==> src/rtl/xlat_pkg.sv <==
package xlat_pkg;

  typedef enum logic [1:0] {
    ACC_READ  = 2'b00,
    ACC_WRITE = 2'b01,
    ACC_EXEC  = 2'b10,
    ACC_ALT   = 2'b11
  } accKind_t;

  typedef struct packed {
    logic rd;
    logic wr;
    logic ex;
  } perm_t;

  // strobes from control to the slot datapath
  typedef struct packed {
    logic respHit;
    logic capture;
    logic markDirty;
    logic install;
    logic flush;
  } ctrlStrobe_t;

  function automatic logic permOk(input logic [1:0] kind, input perm_t p);
    case (kind)
      ACC_WRITE: return p.wr;
      ACC_EXEC:  return p.ex;
      default:   return p.rd;
    endcase
  endfunction

endpackage

==> src/rtl/xlat_entries.sv <==
module xlat_entries
  import xlat_pkg::*;
#(
  parameter int NUM_ENTRIES = 8,
  parameter int VPN_W = 8,
  parameter int PFN_W = 6
) (
  input  logic             clk,
  input  logic             rstN,
  input  ctrlStrobe_t      st,
  input  logic [VPN_W-1:0] reqVpn,
  input  logic [1:0]       reqKind,
  input  logic [PFN_W-1:0] refillPfn,
  input  perm_t            refillPerm,
  input  logic             refillDirty,
  output logic             hit,
  output logic             hitOk,
  output logic [VPN_W-1:0] heldVpn,
  output logic             respValid,
  output logic             respFault,
  output logic [PFN_W-1:0] respPfn,
  output logic             wbValid,
  output logic [VPN_W-1:0] wbVpn,
  output logic             wbDirty
);

  localparam int IDX_W = (NUM_ENTRIES > 1) ? $clog2(NUM_ENTRIES) : 1;
  localparam logic [IDX_W-1:0] LAST_IDX = IDX_W'(NUM_ENTRIES - 1);

  logic [NUM_ENTRIES-1:0] valid;
  logic [NUM_ENTRIES-1:0] dirty;
  logic [VPN_W-1:0]       vpnTab [NUM_ENTRIES];
  logic [PFN_W-1:0]       pfnTab [NUM_ENTRIES];
  perm_t                  permTab [NUM_ENTRIES];

  logic [NUM_ENTRIES-1:0] matchVec;
  logic [IDX_W-1:0]       hitIdx;
  logic [IDX_W-1:0]       freeIdx;
  logic [IDX_W-1:0]       victim;
  logic [IDX_W-1:0]       rrPtr;
  logic                   anyFree;
  logic [1:0]             heldKind;
  logic                   refillOk;

  for (genvar g = 0; g < NUM_ENTRIES; g++) begin : g_match
    assign matchVec[g] = valid[g] && (vpnTab[g] == reqVpn);
  end

  assign hit = |matchVec;
  assign anyFree = ~&valid;

  always_comb begin
    hitIdx = '0;
    freeIdx = '0;
    for (int i = NUM_ENTRIES - 1; i >= 0; i--) begin
      if (matchVec[i]) hitIdx = IDX_W'(i);
      if (!valid[i]) freeIdx = IDX_W'(i);
    end
  end

  assign victim = anyFree ? freeIdx : rrPtr;
  assign hitOk = permOk(reqKind, permTab[hitIdx]);
  assign refillOk = permOk(heldKind, refillPerm);

  // state flags with reset
  always_ff @(posedge clk) begin
    if (!rstN) begin
      valid <= '0;
      dirty <= '0;
      rrPtr <= '0;
    end else begin
      if (st.flush) valid <= '0;
      if (st.markDirty) dirty[hitIdx] <= 1'b1;
      if (st.install) begin
        valid[victim] <= 1'b1;
        dirty[victim] <= refillDirty || ((heldKind == ACC_WRITE) && refillPerm.wr);
        if (!anyFree) rrPtr <= (rrPtr == LAST_IDX) ? '0 : rrPtr + 1'b1;
      end
    end
  end

  // payload without reset
  always_ff @(posedge clk) begin
    if (st.install) begin
      vpnTab[victim]  <= heldVpn;
      pfnTab[victim]  <= refillPfn;
      permTab[victim] <= refillPerm;
    end
  end

  always_ff @(posedge clk) begin
    if (!rstN) begin
      heldVpn  <= '0;
      heldKind <= '0;
    end else if (st.capture) begin
      heldVpn  <= reqVpn;
      heldKind <= reqKind;
    end
  end

  always_ff @(posedge clk) begin
    if (!rstN) begin
      respValid <= 1'b0;
      respFault <= 1'b0;
      respPfn   <= '0;
    end else begin
      respValid <= st.respHit || st.install;
      respFault <= 1'b0;
      respPfn   <= '0;
      if (st.respHit) begin
        respFault <= !hitOk;
        respPfn   <= hitOk ? pfnTab[hitIdx] : '0;
      end else if (st.install) begin
        respFault <= !refillOk;
        respPfn   <= refillOk ? refillPfn : '0;
      end
    end
  end

  always_ff @(posedge clk) begin
    if (!rstN) begin
      wbValid <= 1'b0;
      wbVpn   <= '0;
      wbDirty <= 1'b0;
    end else begin
      wbValid <= st.install && !anyFree;
      if (st.install) begin
        wbVpn   <= vpnTab[victim];
        wbDirty <= dirty[victim];
      end
    end
  end

endmodule

==> src/rtl/xlat_ctrl.sv <==
module xlat_ctrl
  import xlat_pkg::*;
(
  input  logic        clk,
  input  logic        rstN,
  input  logic        flushAll,
  input  logic        reqValid,
  input  logic [1:0]  reqKind,
  input  logic        hit,
  input  logic        hitOk,
  input  logic        refillValid,
  output ctrlStrobe_t st,
  output logic        missReq
);

  typedef enum logic {S_IDLE, S_WAIT} state_t;
  state_t state;
  state_t stateNext;

  always_comb begin
    st.respHit   = (state == S_IDLE) && reqValid && hit;
    st.capture   = (state == S_IDLE) && reqValid && !hit;
    st.markDirty = st.respHit && (reqKind == ACC_WRITE) && hitOk;
    st.install   = (state == S_WAIT) && refillValid;
    st.flush     = flushAll;
    stateNext = state;
    if (st.capture) stateNext = S_WAIT;
    if (st.install) stateNext = S_IDLE;
  end

  always_ff @(posedge clk) begin
    if (!rstN) state <= S_IDLE;
    else       state <= stateNext;
  end

  assign missReq = (state == S_WAIT);

endmodule

==> src/rtl/xlat_cache.sv <==
module xlat_cache
  import xlat_pkg::*;
#(
  parameter int NUM_ENTRIES = 8,
  parameter int VPN_W = 8,
  parameter int PFN_W = 6
) (
  input  logic             clk,
  input  logic             rstN,
  input  logic             flushAll,
  input  logic             reqValid,
  input  logic [VPN_W-1:0] reqVpn,
  input  logic [1:0]       reqKind,
  output logic             respValid,
  output logic             respFault,
  output logic [PFN_W-1:0] respPfn,
  output logic             missReq,
  output logic [VPN_W-1:0] missVpn,
  input  logic             refillValid,
  input  logic [PFN_W-1:0] refillPfn,
  input  logic [2:0]       refillPerm,
  input  logic             refillDirty,
  output logic             wbValid,
  output logic [VPN_W-1:0] wbVpn,
  output logic             wbDirty
);

  ctrlStrobe_t st;
  logic hit;
  logic hitOk;

  xlat_ctrl uCtrl (
    .clk(clk), .rstN(rstN), .flushAll(flushAll), .reqValid(reqValid),
    .reqKind(reqKind), .hit(hit), .hitOk(hitOk), .refillValid(refillValid),
    .st(st), .missReq(missReq)
  );

  xlat_entries #(.NUM_ENTRIES(NUM_ENTRIES), .VPN_W(VPN_W), .PFN_W(PFN_W)) uData (
    .clk(clk), .rstN(rstN), .st(st), .reqVpn(reqVpn), .reqKind(reqKind),
    .refillPfn(refillPfn), .refillPerm(perm_t'(refillPerm)), .refillDirty(refillDirty),
    .hit(hit), .hitOk(hitOk), .heldVpn(missVpn), .respValid(respValid),
    .respFault(respFault), .respPfn(respPfn), .wbValid(wbValid),
    .wbVpn(wbVpn), .wbDirty(wbDirty)
  );

endmodule

==> config.mk <==
export PLATFORM = sky130hd
export DESIGN_NAME = xlat_cache
export DESIGN_NICKNAME = d
export VERILOG_FILES = /design/src/rtl/xlat_pkg.sv /design/src/rtl/xlat_entries.sv /design/src/rtl/xlat_ctrl.sv /design/src/rtl/xlat_cache.sv
export SDC_FILE = /design/constraint.sdc
export NUM_CORES = 1
export LEC_CHECK = 0
export ABC_CLOCK_PERIOD_IN_PS = 4300
export CORE_UTILIZATION = 59
export DETAILED_ROUTE_END_ITERATION = 12
export GPL_TIMING_DRIVEN = 0
export PLACE_DENSITY = 0.82
export SYNTH_ARGS = -nofsm -noshare
export SYNTH_HDL_FRONTEND = slang
export SYNTH_HIERARCHICAL = 1
export SYNTH_SLANG_ARGS = --single-unit
==> constraint.sdc <==
create_clock -name clk -period 4.3 [get_ports clk]
set_input_delay 0.86 -clock clk [delete_from_list [all_inputs] [get_ports clk]]
set_output_delay 0.86 -clock clk [all_outputs]
set_load 0.02 [all_outputs]
==> out/results.ini <==
[clock_tree]
cts_setup_buffers=0
clock_latency_ns=0.45
tritoncts=done
cts_num_sinks=184
ctsResizeCount=0
cts_buffer_depth=2
clock_tree.root_cell=clkbuf_16
cts_made_buffers=17
h-tree-depth=4
cts.clk_slew.worst_paths_ns=0.07
ctsHoldBuffers=0

[hold_path]
hold_class=reg -> reg
hold_path_depth=1
holdCritStartpoint=uData/wbDirty$_SDFFE_PN0P_

[timing]
fmax_mhz=261
slew_viol_final=0
hold_slack_ns=0.488
maxSlewHeadroom_pct=20.2
worst_slew_pin_slew_ns=1.19
period_needed_ns=3.83
setup_viol=0
finalCritPeriodShare_pct=89.1
finClkSkew_ns=0.0136
hold_viol_final=0
fin_ws_ns=0.467
rsz0062_at_grt=no
finalSetupTns_ns=0

[floorplanning]
core_sq_um=13500
dieArea_sq_um=14500
die_w_microns=120
start_util_pct=61.5
rows=42
die_h_microns=120
ios=52

[critical_path]
cp-start-kind=input port
ff2ff_path_depth=10
worstReg2RegStart=uData/vpnTab[0][5]$_DFFE_PP_
required_ns=4.64
cp_cell_sequence=buf_6, xnor2_1, nand3_1, nor3_2, o211ai_1, o21a_1, o2111ai_1, nand4_2, nor3b_4, inv_2, and4b_1, nand2_1, nor2_1, o311a_1
crit_start=reqVpn[7]
worstPathMaxFanout=9
critPathMaxStageDelay_ns=0.55
cp-end-kind=flop
cp.depth=14
crit_buf_inv=2
crit_family=simple AND/OR/NAND/NOR gates
critical_path_arrival_ns=4.17
slowest_stage=o211ai_1
path_class=in -> reg

[synthesis]
synth_cells=693
synth_top_area_cell=edfxtp_1
syn_area_sq_um=8280
synth-edff-count=136
yosysMostFrequentCell=edfxtp_1
synthFlopType=edfxtp_1
ys_ff_latch=184
synth.avg_cell_area_sq_um=11.9
ys_warn_count=6
ys_types=60
syn-num-nets=724
synthTopCellsByArea=edfxtp_1 (49%), dfxtp_1 (12%), xnor2_1 (6.8%), nand2_1 (4.5%), nand3_1 (2.3%)
async_flop_share_pct=0
synth_top_area_share_pct=49.3
ys_seq_area_share_pct=61.0
synth_common_cells=edfxtp_1 (136), nand2_1 (100), xnor2_1 (64), dfxtp_1 (48), nor2_1 (42)

[place]
placed_area_sq_um=9150
gp_congestion=0.954
place_hpwl_mm=15.3
io_buffers=42
post-place-ws_ns=0.117

[detailed_routing]
dr.pass1.iters=8
vias=6319
drtAntennaViolNets=0
wl_per_cell_microns=24.0
wirelength_mm=23.0
viasPerCell=6.58
drcViolationCount=0
drt_iter0_drc=983

[grt]
grt_usage_pct=33.1
grt_pass1_vias=6080
grt_max_degree=20
antenna_found_initial=0
grt-ovfl-total=0
grt_pass1_wl_mm=34.6

[finish]
diodes=0
final_nets=802
fillerInstances=899
drive_above_1_share_pct=12.1
area_growth_syn_to_layout_pct=17.7
final_area_sq_um=9740
multiInputGateArea_sq_um=3000
seqCellArea_sq_um=5040

[pwr]
p_switching_mw=0.878
p_total_mw=3.74
pwr-share-clk_pct=42.1
seqPwrFrac_pct=52.0
p_per_area_nw_per_um2=384
p_comb_share_pct=5.9
p_leak_nw=3.27
intPower_mw=2.86
sw_frac_of_total_pct=23.5
ir_drop_uv=347

[run]
drv_cap=0

[status]
status=finished clean

cell usage in the layout (no fill, tap or decap), types with 4 or more instances in the layout:
cell type,Yosys,final
mux2i_1,14,14
mux2_2,8,8
o21ai_0,6,6
nor2_1,42,42
o211ai_1,4,4
nand4_1,10,10
clkbuf_16,0,17
or3_1,7,7
nor3_1,26,18
xnor2_1,64,64
nand3_1,38,38
a211oi_1,7,7
and3_1,12,12
a2111oi_0,4,4
o2111ai_1,4,4
o21a_1,6,6
nor3_2,4,12
inv_1,12,12
nand2_1,100,100
inv_6,0,8
a311oi_1,9,9
buf_6,10,24
clkbuf_1,20,21
clkdlybuf4s50_1,0,42
ha_1,6,6
o31ai_1,6,6
dfxtp_1,48,48
a21oi_1,18,18
a311o_1,9,9
o22ai_1,12,12
nor2b_1,5,5
edfxtp_1,136,136
o221ai_1,6,6
power by group through the flow:
| stage | registers [mW] | clock network [mW] | logic (mW) |
|---|---|---|---|
| 6_report | 1.94 | 1.57 | 0.222 |
| 5_1_grt | 1.95 | 1.65 | 0.234 |
| 4_1_cts | 1.94 | 1.58 | 0.218 |
| 3_5_place_dp | 1.98 | 0 | 0.216 |
| 3_3_place_gp | 1.98 | 0 | 0.208 |
| 2_1_floorplan | 1.99 | 0 | 0.113 |
final cells by class:
| type | count | share of cell area [%] |
|---|---|---|
| buffer | 36 | 2.25 |
| clock buffer | 19 | 4.55 |
| clock inverter | 13 | 1.52 |
| inverter | 13 | 0.501 |
| multi-input combinational | 460 | 30.8 |
| sequential | 184 | 51.8 |
| tap | 176 | 2.26 |
| timing repair buffer | 59 | 6.32 |
stage by stage:
| step | std cells | util (%) |
|---|---|---|
| 2_1_floorplan | 693 | - |
| 3_3_place_gp | 911 | 66.3 |
| 3_5_place_dp | 928 | 68.0 |
| 4_1_cts | 960 | 72.4 |
| 5_1_grt | 960 | 72.4 |
| 6_report | 960 | 72.4 |
sequential cells by signal, summed over array words and instances, names as in the netlist, 3 cells and up:
register,cells
uData/dirty,8
uData/heldVpn,8
uData/permTab,24
uData/pfnTab,48
uData/respPfn,6
uData/rrPtr,3
uData/valid,8
uData/vpnTab,64
uData/wbVpn,8
layer usage:
metal / part of all wire, % / routed length (microns) / up-vias / global-route usage, %
met3: 12 / 2720 / 83 / 7.50
met4: 4.4 / 1010 / 0 / 17.0
met2: 45 / 10400 / 457 / 48.8
li1: - / - / 2719 / -
met5: 0 / 0 / - / 0
met1: 39 / 8920 / 3060 / 46.2
cells by family after synthesis:
kind of cell	count (synthesis)	share of synthesized area [%]
simple gates	257	15.0
flops	184	61.0
compound gates	111	10.4
xor+xnor	64	6.77
buf+inv	49	3.24
mux	22	2.78
fa+ha+maj	6	0.907
worst paths after layout:
kind | endpoint | slack [ns]
max | uData/dirty[4]$_SDFF_PN0_ | 0.47
min | uData/wbDirty$_SDFFE_PN0P_ | 0.49
max reg2reg | uData/heldVpn[3]$_SDFFE_PN0P_ | 0.60
min reg2reg | uData/wbDirty$_SDFFE_PN0P_ | 0.49
Power figures use the tool's default switching activity.
